===== src/rtl/mdio_pkg.sv =====
package mdio_pkg;
  localparam int FRAME_LEN = 64;
  localparam int TA_POS    = 46;
  localparam int DATA_POS  = 48;
  localparam logic [4:0] STATUS_REG = 5'd1;
  localparam int LINK_BIT  = 2;

  typedef enum logic [2:0] {
    CMD_WRITE = 3'b001,
    CMD_READ  = 3'b010,
    CMD_SCAN  = 3'b100
  } cmd_e;

  typedef struct packed {
    logic        rd;
    logic [4:0]  phy;
    logic [4:0]  regad;
    logic [15:0] wdata;
  } frame_req_t;
endpackage


===== src/rtl/mdc_divider.sv =====
module mdc_divider #(
  parameter int HALF_W = 8
) (
  input  logic              clk,
  input  logic              rst,
  input  logic              run,
  input  logic [HALF_W-1:0] half,
  output logic              mdc,
  output logic              rise_evt,
  output logic              fall_evt
);
  logic [HALF_W-1:0] cnt;
  logic              wrap;

  assign wrap     = run && (cnt == half - 1'b1);
  assign rise_evt = wrap && !mdc;
  assign fall_evt = wrap && mdc;

  always_ff @(posedge clk) begin
    if (rst || !run) begin
      cnt <= '0;
      mdc <= 1'b0;
    end else if (wrap) begin
      cnt <= '0;
      mdc <= ~mdc;
    end else begin
      cnt <= cnt + 1'b1;
    end
  end
endmodule


===== src/rtl/mdio_frame_engine.sv =====
module mdio_frame_engine
  import mdio_pkg::*;
(
  input  logic        clk,
  input  logic        rst,
  input  logic        load,
  input  frame_req_t  req,
  input  logic        rise_evt,
  input  logic        fall_evt,
  input  logic        mdio_i,
  output logic        mdio_o,
  output logic        mdio_oe,
  output logic        frame_end,
  output logic [15:0] rx_word
);
  localparam int IDX_W = $clog2(FRAME_LEN);
  localparam logic [IDX_W-1:0] LAST = IDX_W'(FRAME_LEN - 1);

  logic [IDX_W-1:0]     idx, nxt;
  logic [FRAME_LEN-1:0] frame;

  always_comb begin
    frame = {32'hFFFF_FFFF, 2'b01,
             req.rd ? 2'b10 : 2'b01,
             req.phy, req.regad,
             req.rd ? 2'b11 : 2'b10,
             req.rd ? 16'hFFFF : req.wdata};
  end

  assign nxt       = idx + 1'b1;
  assign frame_end = fall_evt && (idx == LAST);

  always_ff @(posedge clk) begin
    if (rst) begin
      idx     <= '0;
      mdio_o  <= 1'b1;
      mdio_oe <= 1'b0;
      rx_word <= '0;
    end else begin
      if (load) begin
        idx     <= '0;
        mdio_o  <= frame[FRAME_LEN-1];
        mdio_oe <= 1'b1;
      end else if (frame_end) begin
        mdio_o  <= 1'b1;
        mdio_oe <= 1'b0;
      end else if (fall_evt) begin
        idx     <= nxt;
        mdio_o  <= frame[LAST - nxt];
        mdio_oe <= !(req.rd && (nxt >= IDX_W'(TA_POS)));
      end
      if (rise_evt && (idx >= IDX_W'(DATA_POS)))
        rx_word <= {rx_word[14:0], mdio_i};
    end
  end
endmodule


===== src/rtl/mdio_scan_ctrl.sv =====
module mdio_scan_ctrl
  import mdio_pkg::*;
#(
  parameter int HALF_W = 8
) (
  input  logic              clk,
  input  logic              rst,
  input  logic              cmd_we,
  input  logic [2:0]        cmd,
  input  logic [4:0]        phy_addr,
  input  logic [4:0]        reg_addr,
  input  logic [15:0]       wr_data,
  input  logic [HALF_W-1:0] mdc_half,
  input  logic              mdio_i,
  output logic              mdc,
  output logic              mdio_o,
  output logic              mdio_oe,
  output logic [15:0]       rd_data,
  output logic              busy,
  output logic              done,
  output logic              link_fail,
  output logic              nvalid
);
  frame_req_t        req_q;
  logic [HALF_W-1:0] half_q;
  logic              is_scan, scan_run;
  logic              cmd_ok, accept, stop_req, load;
  logic              rise_evt, fall_evt, frame_end;
  logic [15:0]       rx_word;

  assign cmd_ok   = (cmd == CMD_WRITE) || (cmd == CMD_READ) || (cmd == CMD_SCAN);
  assign accept   = cmd_we && !busy && cmd_ok;
  assign stop_req = cmd_we && busy && scan_run && !cmd[2];
  assign load     = accept || (frame_end && scan_run);

  always_ff @(posedge clk) begin
    if (rst) begin
      req_q     <= '0;
      half_q    <= HALF_W'(1);
      busy      <= 1'b0;
      is_scan   <= 1'b0;
      scan_run  <= 1'b0;
      done      <= 1'b0;
      rd_data   <= '0;
      link_fail <= 1'b0;
      nvalid    <= 1'b1;
    end else begin
      done <= frame_end;
      if (frame_end) begin
        if (req_q.rd) rd_data <= rx_word;
        if (is_scan) begin
          link_fail <= ~rx_word[LINK_BIT];
          nvalid    <= 1'b0;
        end
        if (!scan_run) begin
          busy    <= 1'b0;
          is_scan <= 1'b0;
        end
      end
      if (stop_req) scan_run <= 1'b0;
      if (accept) begin
        busy        <= 1'b1;
        req_q.rd    <= (cmd != CMD_WRITE);
        req_q.phy   <= phy_addr;
        req_q.regad <= cmd[2] ? STATUS_REG : reg_addr;
        req_q.wdata <= wr_data;
        half_q      <= (mdc_half == '0) ? HALF_W'(1) : mdc_half;
        is_scan     <= cmd[2];
        scan_run    <= cmd[2];
        if (cmd[2]) nvalid <= 1'b1;
      end
    end
  end

  mdc_divider #(.HALF_W(HALF_W)) i_div (
    .clk      (clk),
    .rst      (rst),
    .run      (busy),
    .half     (half_q),
    .mdc      (mdc),
    .rise_evt (rise_evt),
    .fall_evt (fall_evt)
  );

  mdio_frame_engine i_eng (
    .clk       (clk),
    .rst       (rst),
    .load      (load),
    .req       (req_q),
    .rise_evt  (rise_evt),
    .fall_evt  (fall_evt),
    .mdio_i    (mdio_i),
    .mdio_o    (mdio_o),
    .mdio_oe   (mdio_oe),
    .frame_end (frame_end),
    .rx_word   (rx_word)
  );
endmodule


===== config.mk =====
export PLATFORM = sky130hd
export DESIGN_NAME = mdio_scan_ctrl
export DESIGN_NICKNAME = d
export VERILOG_FILES = /design/src/rtl/mdio_pkg.sv /design/src/rtl/mdc_divider.sv /design/src/rtl/mdio_frame_engine.sv /design/src/rtl/mdio_scan_ctrl.sv
export SDC_FILE = /design/constraint.sdc
export NUM_CORES = 1
export LEC_CHECK = 0
export ABC_AREA = 1
export BUFFER_PORTS_ARGS = -buffer_cell sky130_fd_sc_hd__buf_2
export CAP_MARGIN = 20
export CORE_MARGIN = 2
export CORE_UTILIZATION = 35
export DETAILED_ROUTE_END_ITERATION = 8
export PLACE_DENSITY = 0.64
export SKIP_CTS_REPAIR_TIMING = 1
export SYNTH_ARGS = -nofsm -noshare
export SYNTH_HDL_FRONTEND = slang
export SYNTH_HIERARCHICAL = 1
export SYNTH_SLANG_ARGS = --single-unit

===== constraint.sdc =====
create_clock -name clk -period 2.16 [get_ports clk]
set_input_delay 0.108 -clock clk [delete_from_list [all_inputs] [get_ports clk]]
set_output_delay 0.108 -clock clk [all_outputs]
set_load 0.02 [all_outputs]

# Word-level counts from Yosys, hierarchy flattened
# Index checks and enable logic that the tools add are counted.
[op_classes]
n_addsub = 4
n_bitwise = 3
n_reduce_logical = 31
n_eq_ne = 7
order_cmp = 3
mux = 20
[ops]
columns = ["op", "n"]
rows = [
  ["2-to-1 mux 16 bit", 1],
  ["2-to-1 mux 1 bit", 15],
  [">= comparator 6 bit, second input constant", 2],
  ["logical AND 1 bit", 12],
  ["adder 8 x 1 -> 8 bit, second input constant", 1],
  ["== test 8 bit", 1],
  ["logical NOT 8 bit", 1],
  ["2-to-1 mux 8 bit", 1],
  ["AND reduction 2 bit", 4],
  ["subtractor 8 x 1 -> 8 bit, second input constant", 1],
  ["< comparator 6 x 7 -> 1 bit, second input constant", 1],
  ["adder 6 x 1 -> 6 bit, second input constant", 1],
  ["binary-select mux 1 bit (select 6 bit)", 1],
  ["== test 6 bit, second input constant", 1],
  ["subtractor 6 bit, first input constant", 1],
  ["2-to-1 mux 5 bit", 1],
  ["logical NOT 1 bit", 4],
  ["logical OR 1 bit", 4],
  ["nonzero test 2 bit", 2],
  ["OR reduction 2 bit", 2],
  ["== test 3 x 1 -> 1 bit, second input constant", 1],
  ["== test 3 x 2 -> 1 bit, second input constant", 1],
  ["== test 3 bit, second input constant", 1],
  ["inequality test 3 x 1 -> 1 bit, second input constant", 1],
  ["other kinds (5)", 7],
]
[word_totals]
word_cells = 86
inputBits = 41
regBits = 90

# Longest topological paths before layout
# Gate-level depths: netlist of the first run.
[depth]
ltp_word = 8
ltp_mapped = 23

# Hierarchy
# Netlist of the first run, hierarchy kept.
[by_module_without_submodules]
columns = ["mod", "cells_per_inst", "instances", "area_per_inst_um2", "seq_area_each_um2"]
rows = [
  ["mdio_scan_ctrl", 322, 1, 2373.5, 1141.1],
  ["mdio_frame_engine", 217, 1, 1412.6, 480.5],
  ["mdc_divider", 135, 1, 755.7, 180.2],
]

# Worst setup path before layout of the first run
# OpenSTA, ideal clock, no wires.
[synth_timing]
path_kind = "register to register"
from = "reg half_q[0]"
to = "reg i_eng.mdio_o"
slack_ps = -206
stages_incl_launch_ff = 22
path_buffers = 0
setup_ps = 112
t_arrival_ps = 2255
cell_sequence = "dfxtp_1 > inv_1 > ha_1 > or2_2 > nand3_1 > nor2_1 > nand2_1 > nor2_1 > nand3_1 > inv_1 > nand2_1 > inv_1 > inv_1 > o21ai_0 > nor2_1 > inv_1 > a21oi_1 > nand2_1 > inv_1 > nand2_1 > inv_1 > nand2_1"
[synth_between]
elab_chain_cells = 8
[synth_rtl]
columns = ["element", "line_no", "rtl"]
rows = [
  ["start: declaration", "mdio_scan_ctrl.sv:25", "logic [HALF_W-1:0] half_q;"],
  ["start signal: assignment", "mdio_scan_ctrl.sv:67", "half_q <= (mdc_half == '0) ? HALF_W'(1) : mdc_half;"],
  ["subtractor 8 x 1 -> 8 bit", "mdc_divider.sv:15", "assign wrap = run && (cnt == half - 1'b1);"],
  ["== test 8 bit", "mdc_divider.sv:15", ""],
  ["logical AND 1 bit", "mdc_divider.sv:15", ""],
  ["logical AND 1 bit", "mdc_divider.sv:17", "assign fall_evt = wrap && mdc;"],
  ["net fall_evt", "mdio_scan_ctrl.sv:28", "logic rise_evt, fall_evt, frame_end;"],
  ["logical AND 1 bit", "mdio_frame_engine.sv:31", "assign frame_end = fall_evt && (idx == LAST);"],
  ["net frame_end", "mdio_scan_ctrl.sv:28", ""],
  ["logical AND 1 bit", "mdio_scan_ctrl.sv:34", "assign load = accept || (frame_end && scan_run);"],
  ["logical OR 1 bit", "mdio_scan_ctrl.sv:34", ""],
  ["net load", "mdio_scan_ctrl.sv:27", "logic cmd_ok, accept, stop_req, load;"],
  ["OR reduction 3 bit (no source line)", "--", ""],
  ["end signal: assignment", "mdio_frame_engine.sv:42", "mdio_o <= frame[FRAME_LEN-1];"],
  ["end signal: assignment", "mdio_frame_engine.sv:49", "mdio_o <= frame[LAST - nxt];"],
  ["end: declaration", "mdio_frame_engine.sv:11", "output logic mdio_o,"],
]
# The timed path passes the listed nets, and every way through them passes these cells.
# A chain may end at the register's enable or synchronous reset.

# Worst setup path after layout of the first run
[layout_timing]
from = "reg half_q[1]"
to = "reg i_eng.rx_word[9]"
[layout_between]
elab_chain_cells = 5
[layout_rtl]
columns = ["element", "line_no", "rtl"]
rows = [
  ["subtractor 8 x 1 -> 8 bit", "mdc_divider.sv:15", ""],
  ["== test 8 bit", "mdc_divider.sv:15", ""],
  ["logical AND 1 bit", "mdc_divider.sv:15", ""],
  ["logical AND 1 bit", "mdc_divider.sv:16", "assign rise_evt = wrap && !mdc;"],
  ["net rise_evt", "mdio_scan_ctrl.sv:28", ""],
  ["logical AND 1 bit", "mdio_frame_engine.sv:52", "if (rise_evt && (idx >= IDX_W'(DATA_POS)))"],
  ["end signal: assignment", "mdio_frame_engine.sv:53", "rx_word <= {rx_word[14:0], mdio_i};"],
  ["end: declaration", "mdio_frame_engine.sv:14", "output logic [15:0] rx_word"],
]
# The timed path passes the listed nets, and every way through them passes these cells.

==> results.md, run 1 <==
* Synthesis-to-finish area growth at 21.38%
* Clk root buf: clkbuf_16
* Hold path depth at 3
* Mapped Area at 4542 µm²
* Synth Warn # at 6
* Die height at 117.9 µm
* Endpoint type of the worst setup path: register
* Max Freq at 0.4771 GHz
* Min cycle time layout at 2096 ps
* Final WL at 10180 µm
* CTS sink cnt at 90
* CP max stage cell: dfxtp_2
* Clock Skews at 7.726 ps
* IO Count at 64
* Leak pwr at 2.480 nW
* Multi-input gate area in the final layout at 2273 µm²
* WP data required at 2400 ps
* Worst vdd ir at 444.9 µV
* Max stage delay on crit path at 330 ps
* Antenna cells at 0
* Total gr overflow at 0
* Wire per inst at 11.04 µm
* PwrDens at 716.3 nW/µm²
* Initial core utilization at 35.99%
* Fillers at 1340
* Reg2Reg Depth at 16
* CP Max Fanout at 32
* GPL Wtd Cong at 0.8690
* Status: completed
* Skew-Pair Late Insertion Delay at 340 ps
* Gate Count Post-Synth at 674
* Slew margin rel. at 61.04%
* Seq/Total Area, Yosys at 39.67%
* GRT Resource Usage Total at 14.86%
* Yosys reg bits at 90
* DRT iter0 DRCs at 178
* Final setup violation count at 0
* RSZ-0062 raised after global routing: true
* Worst-path clk slew at 70 ps
* Number of I/O port buffers at 63
* Final net count at 789
* CTS tree: yes
* Synth top area share at 39.67%
* Fin Setup TNS at 0 ps
* R2R setup slack at 60 ps
* Top cells by area, synth: dfxtp_1 40%, nor2_1 11%, nand2_1 10%
* Die width at 117.9 µm
* Critical Path Source Type: register
* H-tree levels at 3
* Worst Tran Pin Value at 583.7 ps
* R2r startpoint: half_q[1]$_SDFFE_PP0P_
* Vias in the first global route at 3821
* CP endpoint: i_eng/rx_word[9]$_SDFFE_PP0P_
* Initial antenna violation count at 0
* Vias at 4192
* Buf+Inv Stages, Crit Path at 4
* Share of layout cells above drive strength 1 at 22.93%
* First-pass GRT wire length at 17190 µm
* Hold/Removal Path Class: in2reg
* Hpwl dp at 7305 µm
* CTS buffer count at 9
* Largest net degree at the start of global routing at 51
* Register area at 1804 µm²
* Critical Path Start: half_q[1]$_SDFFE_PP0P_
* CP cell instances: inv_2 -> ha_4 -> nand2_2 -> inv_2 -> nor2_2 -> buf_4 -> nand2_1 -> nor2_1 -> nand2_1 -> nor2_1 -> nand3_2 -> nor2_1 -> nand3_1 -> buf_12 -> o21ai_0 -> a21oi_1
* Period utilization at 97.04%
* Final core occ at 43.68%
* Number of library cell types mapped by synthesis at 34
* Stages on worst setup path at 16
* Drt first pass iters at 4
* Leading area contributor after synthesis: dfxtp_1
* Core ar. at 12620 µm²
* Most used cell, CP: nor2_1
* Total of max-cap violations at 0
* CP Data Arrival Time at 2330 ps
* Max Slew Vio Count at 0
* ANT nets after route at 0
* Die area at 13900 µm²
* Vias per cell at 4.547
* Rows at 41
* Syn Nets at 718
* DRC at 0
* Reg-to-Reg End: i_eng/rx_word[9]$_SDFFE_PP0P_
* Critical path class: reg2reg
* CP top delay family: simple AND/OR/NAND/NOR gates
* CTS Buffer Depth at 2
* Final Hold Fails at 0
* Syn avg cell area at 6.739 µm²
==> worst reg2reg max path, stage by stage (launching register included) <==
cell and delay (ps):
dfxtp_2 330, inv_2 40, ha_4 230, nand2_2 50
inv_2 30, nor2_2 110, buf_4 120, nand2_1 40
nor2_1 80, nand2_1 60, nor2_1 110, nand3_2 110
nor2_1 110, nand3_1 130, buf_12 200, o21ai_0 200
a21oi_1 50
==> layer usage <==
metal,GRT usage [%],share of wire (%),wire length [µm],up-vias
li1,-,-,-,2242
met1,19.86,51,5197,1874
met2,23.80,44,4462,67
met3,3.731,4.1,418,9
met4,4.066,0.97,99,0
met5,0,0,0,-
==> registers in the layout (all words and copies together), names as in the netlist <==
name,cells
busy,1
done,1
half_q,8
i_div/cnt,8
i_div/mdc,1
i_eng/idx,6
i_eng/mdio_o,1
i_eng/mdio_oe,1
i_eng/rx_word,16
is_scan,1
link_fail,1
nvalid,1
rd_data,16
req_q,27
scan_run,1
==> worst min path at each step <==
stage,start,endpoint,slack (ps)
after floorplan,rst,busy$_SDFFE_PP0P_,180
after global placement,mdio_i,i_eng/rx_word[0]$_SDFFE_PP0P_,400
after detailed placement,mdio_i,i_eng/rx_word[0]$_SDFFE_PP0P_,400
after CTS,mdio_i,i_eng/rx_word[0]$_SDFFE_PP0P_,40
after global routing,mdio_i,i_eng/rx_word[0]$_SDFFE_PP0P_,50
final,mdio_i,i_eng/rx_word[0]$_SDFFE_PP0P_,30
==> report_power, final <==
part           internal (mW)  leakage, nW  switching (mW)  total, mW
registers               1.72        0.731          0.0430       1.76
logic                  0.181         1.59           0.261      0.442
clock network           1.04        0.160           0.710       1.75
total                   2.93         2.48            1.01       3.95
==> area by class of cell <==
cell class                 count  share of cell area (%)
multi-input combinational    460                   41.24
sequential                    90                   32.73
timing repair buffer          87                   9.351
inverter                      97                   6.741
clock buffer                   9                   4.085
tap                          172                   3.904
clock inverter                 7                   1.952
==> synth_stat cells <==
cell        n
a21boi_0    1
a21oi_1    33
buf_1       2
buf_2       5
buf_4       4
buf_6       5
buf_8       1
clkbuf_1   10
clkinv_1    2
clkinv_4    1
dfxtp_1    90
ha_1        3
inv_1      87
inv_2       6
inv_4       1
nand2_1   123
nand2_2     6
nand2_4     2
nand3_1    41
nand3_2     5
nand3b_1   26
nand4_1     2
nor2_1    137
nor2_2     16
nor2_4      1
nor3_1      2
o21ai_0    47
o21ai_1     3
o21bai_1    1
or2_2       1
xnor2_1     3
xnor2_2     1
xor2_1      5
xor2_2      1
==> per-stage QoR <==
step	power, mW	cell area (µm²)	hold WS [ps]	std cells	setup WS [ps]
2_1_floorplan	2.112	4551	177.1	674	41.48
3_3_place_gp	2.222	5080	397.8	903	39.81
3_5_place_dp	2.224	5080	398.8	903	-17.08
4_1_cts	3.973	5413	38.90	919	-62.08
5_1_grt	4.128	5513	47.60	922	-166.8
6_report	3.949	5513	26.66	922	63.88
==> logic make-up (layout without fill, tap and decap cells) <==
| kind of cell | Yosys count | after routing | synth area share [%] |
|---|---|---|---|
| adders and majority gates | 3 | 3 | 0.8265 |
| DFF | 90 | 90 | 39.67 |
| buffers and inverters | 124 | 200 | 11.96 |
| AOI/OAI and AO/OA | 85 | 85 | 9.477 |
| and+or+nand+nor | 362 | 362 | 35.81 |
| xor gates and xnor gates | 10 | 10 | 2.259 |
==> placed cells by master (no fill, tap or decap), drive strengths merged <==
| cell type | netlist | routed |
|---|---|---|
| a21boi | 1 | 1 |
| a21oi | 33 | 33 |
| buf | 17 | 87 |
| bufinv | 0 | 2 |
| clkbuf | 10 | 9 |
| clkinv | 3 | 3 |
| clkinvlp | 0 | 1 |
| dfxtp | 90 | 90 |
| ha | 3 | 3 |
| inv | 94 | 98 |
| nand2 | 131 | 131 |
| nand3 | 46 | 46 |
| nand3b | 26 | 26 |
| nand4 | 2 | 2 |
| nor2 | 154 | 154 |
| nor3 | 2 | 2 |
| o21ai | 50 | 50 |
| o21bai | 1 | 1 |
| or2 | 1 | 1 |
| xnor2 | 4 | 4 |
| xor2 | 6 | 6 |
Power figures use the tool's default switching activity.
==> run 2: changes to the inputs <==
--- a/config.mk
+++ b/config.mk
@@ -11,7 +11,7 @@
 export CORE_MARGIN = 2
 export CORE_UTILIZATION = 35
 export DETAILED_ROUTE_END_ITERATION = 8
-export PLACE_DENSITY = 0.64
+export PLACE_DENSITY = 0.62
 export SKIP_CTS_REPAIR_TIMING = 1
 export SYNTH_ARGS = -nofsm -noshare
 export SYNTH_HDL_FRONTEND = slang
==> constraint.sdc (replaced) <==
create_clock -name clk -period 2.05 [get_ports clk]
set_input_delay 0.1025 -clock clk [delete_from_list [all_inputs] [get_ports clk]]
set_output_delay 0.1025 -clock clk [all_outputs]
set_load 0.02 [all_outputs]
==> results.md, run 2 (synthesized netlist as in run 1, its figures left out) <==
* Slew margin rel. at 69.54%
* Critical Path Source Type: register
* Most frequent cells in the layout: 133 x nor2_1, 120 x nand2_1, 87 x dfxtp_1
* Rows at 41
* Worst setup margin at -15.29 ps
* DRC at 0
* Max Freq at 0.4842 GHz
* Core ar. at 12620 µm²
* Die width at 117.9 µm
* Critical path class: reg2reg
* GPL Wtd Cong at 0.8405
* Share of layout cells above drive strength 1 at 23.89%
* Fin area at 5607 µm²
* Biggest regs: req_q (27), i_eng/rx_word (16), rd_data (16)
* Die height at 117.9 µm
* GRT Resource Usage Total at 15.78%
* Final setup violation count at 3
* Final Hold Fails at 0
* CTS tree: yes
* Clock Skews at 5.872 ps
* CP Data Arrival Time at 2290 ps
* Violated checks: setup timing
* CP max stage cell: dfxtp_2
* Largest net degree at the start of global routing at 33
* Die area at 13900 µm²
* Vias per cell at 4.456
* Final WL at 10680 µm
* CP cell instances: inv_2 -> ha_4 -> nand2_2 -> inv_2 -> nor2_4 -> nand3_2 -> nor2_1 -> nand2_1 -> nor2_1 -> nand3_1 -> inv_2 -> nand2_4 -> inv_4 -> inv_2 -> o21ai_2 -> nor2_2 -> buf_4 -> o21ai_0 -> a21oi_1
* H-tree levels at 3
* Total Power at 4.007 mW
* Hold/Removal Path Class: in2reg
* Worst vdd ir at 475.5 µV
* Skew-Pair Late Insertion Delay at 340 ps
* Period utilization at 100.7%
* DRT iter0 DRCs at 192
* Status: finished with violations
* Initial core utilization at 35.99%
* Worst Tran Pin Value at 456.4 ps
* ANT nets after route at 0
* CTS Buffer Depth at 2
* First-pass GRT wire length at 18090 µm
* CTS sink cnt at 90
* Hpwl dp at 7813 µm
* Dpl ws at -246.3 ps
* Largest register FFs at 27
* Wire per inst at 11.38 µm
* CTS buffer count at 9
* Total of max-cap violations at 0
* Max stage delay on crit path at 330 ps
* Initial antenna violation count at 0
* RSZ-0062 raised after global routing: true
* Worst-path clk slew at 70 ps
* Leak pwr at 2.571 nW
* WP data required at 2270 ps
* Fillers at 1349
* Vias at 4180
* Max Slew Vio Count at 0
* Total gr overflow at 0
* Largest Register: req_q
* Synthesis-to-finish area growth at 23.44%
* Antenna cells at 0
* Drt first pass iters at 4
* Most used cell, CP: inv_2
* Final net count at 805
* Vias in the first global route at 3907
* Final core occ at 44.43%
* CP Max Fanout at 5
* IO Count at 64
* Endpoint type of the worst setup path: register
* Cell Area, Placed at 5218 µm²
* Clk root buf: clkbuf_16
* PwrDens at 714.7 nW/µm²
* Number of I/O port buffers at 63
* Commonest non-fill, non-tap cell in the layout: nor2_1
* Min cycle time layout at 2065 ps
run 2: path summary, 6_finish.rpt:
check                                      start                              to  slack [ps]  cells after the start
setup / recovery          half_q[1]$_SDFFE_PP0P_       i_eng/idx[3]$_SDFFE_PP0P_         -20                     19
hold / removal                            mdio_i   i_eng/rx_word[0]$_SDFFE_PP0P_          30                      3
setup reg to reg          half_q[1]$_SDFFE_PP0P_       i_eng/idx[3]$_SDFFE_PP0P_         -20                     19
hold reg to reg   i_eng/rx_word[15]$_SDFFE_PP0P_  i_eng/rx_word[15]$_SDFFE_PP0P_         450                      2
run 2: stage by stage:
stage | cells | setup TNS, ps | hold WS [ps]
after CTS | 935 | -3969 | 26.28
after global routing | 938 | -3765 | 68.41
final | 938 | -19.07 | 25.63
after floorplan | 674 | 0 | 171.6
after detailed placement | 919 | -3371 | 385.4
after global placement | 919 | -2626 | 381.2
run 2: report_power, final:
group          leakage, nW  internal (mW)  switching [mW]
logic                 1.70          0.201           0.287
registers            0.731           1.81          0.0454
clock network        0.143          0.980           0.686
total                 2.57           2.99            1.02
run 2: final cells by class:
cell class                 instances  area, µm²  share of cell area [%]
timing repair buffer             103      635.6                   11.34
inverter                          97      379.1                   6.762
tap                              172      215.2                   3.838
sequential                        90       1805                   32.20
clock inverter                     4      51.30                  0.9150
multi-input combinational        460       2273                   40.55
clock buffer                      12      246.5                   4.396
run 2: layer usage:
layer / wire length, µm / vias up / GRT usage (%)
li1: - / 2264 / -
met1: 5490 / 1842 / 21.92
met2: 4604 / 66 / 24.35
met5: 0 / - / 0
met3: 475 / 8 / 4.167
met4: 105 / 0 / 3.840
run 2: critical path, delay by kind of cell, from the launching register on:
family	cells	cell delay, ps
buf+inv	6	430
simple gates	9	660
fa+ha+maj	1	230
flops	1	330
compound gates	3	280
==> run 3: changes to the inputs <==
--- a/config.mk
+++ b/config.mk
@@ -11,7 +11,7 @@
 export CORE_MARGIN = 2
 export CORE_UTILIZATION = 35
 export DETAILED_ROUTE_END_ITERATION = 8
-export PLACE_DENSITY = 0.62
+export GPL_ROUTABILITY_DRIVEN = 0
 export SKIP_CTS_REPAIR_TIMING = 1
 export SYNTH_ARGS = -nofsm -noshare
 export SYNTH_HDL_FRONTEND = slang
==> results.md, run 3 (synthesized netlist as in run 1, its figures left out) <==
* Total gr overflow at 0
* GRT Resource Usage Total at 15.81%
* CTS Buffer Depth at 2
* Most used cell, CP: inv_2
* Die height at 117.9 µm
* Max Slew Vio Count at 0
* Commonest non-fill, non-tap cell in the layout: nor2_1
* Worst-path clk slew at 70 ps
* Clock Skews at 7.723 ps
* CP Max Fanout at 5
* Largest net degree at the start of global routing at 36
* Final setup violation count at 21
* Initial antenna violation count at 0
* Endpoint type of the worst setup path: register
* Largest register FFs at 27
* H-tree levels at 3
* IO Count at 64
* Vias at 4219
* Vias per cell at 4.541
* R2r startpoint: half_q[1]$_SDFFE_PP0P_
* Hold path depth at 3
* Die area at 13900 µm²
* Dpl ws at -72.01 ps
* WP data required at 2270 ps
* Final Hold Fails at 0
* Number of I/O port buffers at 63
* Cell Area, Placed at 5162 µm²
* Min cycle time layout at 2119 ps
* Fin area at 5662 µm²
* Initial core utilization at 35.99%
* Hold/Removal Path Class: in2reg
* RSZ-0062 raised after global routing: true
* Buf+Inv Stages, Crit Path at 6
* Share of layout cells above drive strength 1 at 24.17%
* Hpwl dp at 7773 µm
* Final core occ at 44.86%
* Met2 wire len at 5063 µm
* Vias in the first global route at 3926
* Most frequent cells in the layout: 133 x nor2_1, 120 x nand2_1, 87 x dfxtp_1
* Period utilization at 103.4%
* Final net count at 796
* Status: finished with violations
* Leak pwr at 2.571 nW
* Placed cell count at 910
* Skew-Pair Late Insertion Delay at 340 ps
* Rows at 41
* Synthesis-to-finish area growth at 24.66%
* PwrDens at 733.2 nW/µm²
* Reg2Reg Depth at 19
* DRC at 0
* Biggest regs: req_q (27), i_eng/rx_word (16), rd_data (16)
* Largest Register: req_q
* Fillers at 1308
* CP cell instances: inv_2 -> ha_4 -> nand2_1 -> inv_1 -> nor2_2 -> nand3_1 -> nor2_1 -> nand2_1 -> nor2_1 -> nand3_1 -> inv_2 -> nand2_4 -> inv_4 -> inv_2 -> o21ai_2 -> nor2_2 -> buf_4 -> o21ai_1 -> a21oi_1
* Worst vdd ir at 360.3 µV
* Final WL at 10970 µm
* Fin Setup TNS at -760.0 ps
* ANT nets after route at 0
* CP top delay family: simple AND/OR/NAND/NOR gates
* Hold Path End: i_eng/rx_word[0]$_SDFFE_PP0P_
* DRT iter0 DRCs at 154
* Top Layer Used: met4
* Max stage delay on crit path at 330 ps
* CTS sink cnt at 90
* Violated checks: setup timing
* CTS tree: yes
* CTS buffer count at 9
* Antenna cells at 0
* Slew margin rel. at 56.16%
* Worst setup margin at -69.05 ps
* Drt first pass iters at 4
* Max Freq at 0.4719 GHz
* CP Data Arrival Time at 2340 ps
* Total Power at 4.151 mW
* Core ar. at 12620 µm²
* Worst hold margin at 46.44 ps
* Critical path class: reg2reg
* CP max stage cell: dfxtp_2
* Worst Tran Pin Value at 656.7 ps
* Die width at 117.9 µm
* Clk root buf: clkbuf_16
* Critical Path Source Type: register
* Final cell count without fillers at 929
* Wire per inst at 11.80 µm
* Met3 routed WL at 345 µm
* First-pass GRT wire length at 18210 µm
* Hold_sp: mdio_i
* R2R setup slack at -70 ps
* Metal-1 WL at 5434 µm
* Reg-to-Reg End: i_eng/idx[3]$_SDFFE_PP0P_
* Total of max-cap violations at 0
-- run 3: changes by cell type in the layout (fill, tap and decap cells not counted), moves of 2 or more --
| cell | change |
|---|---|
| o21ai_0 | +3 |
| buf_4 | -13 |
| buf_12 | +2 |
| o21ai_2 | +6 |
| clkbuf_1 | -2 |
| nand2_2 | -2 |
| o21ai_1 | -9 |
| inv_6 | +3 |
-- run 3: worst max-delay path by stage --
stage	from	end	slack, ps	cells after the start
finish	half_q[1]$_SDFFE_PP0P_	i_eng/idx[3]$_SDFFE_PP0P_	-70	19
global placement	half_q[0]$_SDFFE_PP1P_	rd_data[15]$_SDFFE_PP0P_	-10	16
CTS	half_q[0]$_SDFFE_PP1P_	i_eng/idx[2]$_SDFFE_PP0P_	-100	17
floorplan	half_q[0]$_SDFFE_PP1P_	i_eng/mdio_o$_SDFFE_PP1P_	20	21
global route	half_q[1]$_SDFFE_PP0P_	i_eng/mdio_o$_SDFFE_PP1P_	-260	23
detailed placement	half_q[0]$_SDFFE_PP1P_	i_eng/idx[2]$_SDFFE_PP0P_	-70	17
-- run 3: power by group --
part / total [mW] / switching, mW / internal (mW)
combinational: 0.480 / 0.283 / 0.197
sequential: 1.86 / 0.0486 / 1.81
clock: 1.81 / 0.735 / 1.08
-- run 3: final cells by class --
class | count | area (µm²) | area share [%]
clock buffers | 9 | 225.2 | 3.978
clock inverters | 7 | 98.84 | 1.746
inverters | 97 | 379.1 | 6.696
multi-input cells | 460 | 2323 | 41.04
flip-flops and latches | 90 | 1805 | 31.89
well taps | 172 | 215.2 | 3.801
repair buffers | 94 | 614.3 | 10.85
-- run 3: tightest hold or removal path, cell delays in order --
cell,delay (ps)
buf_2,70
o21ai_0,70
a21oi_1,100
-- run 3: metal layers --
layer  global-route usage (%)  vias to the layer above
li1                         -                     2242
met1                    21.54                     1907
met2                    24.96                       61
met3                    3.440                        9
met4                    4.895                        0
met5                        0                        -
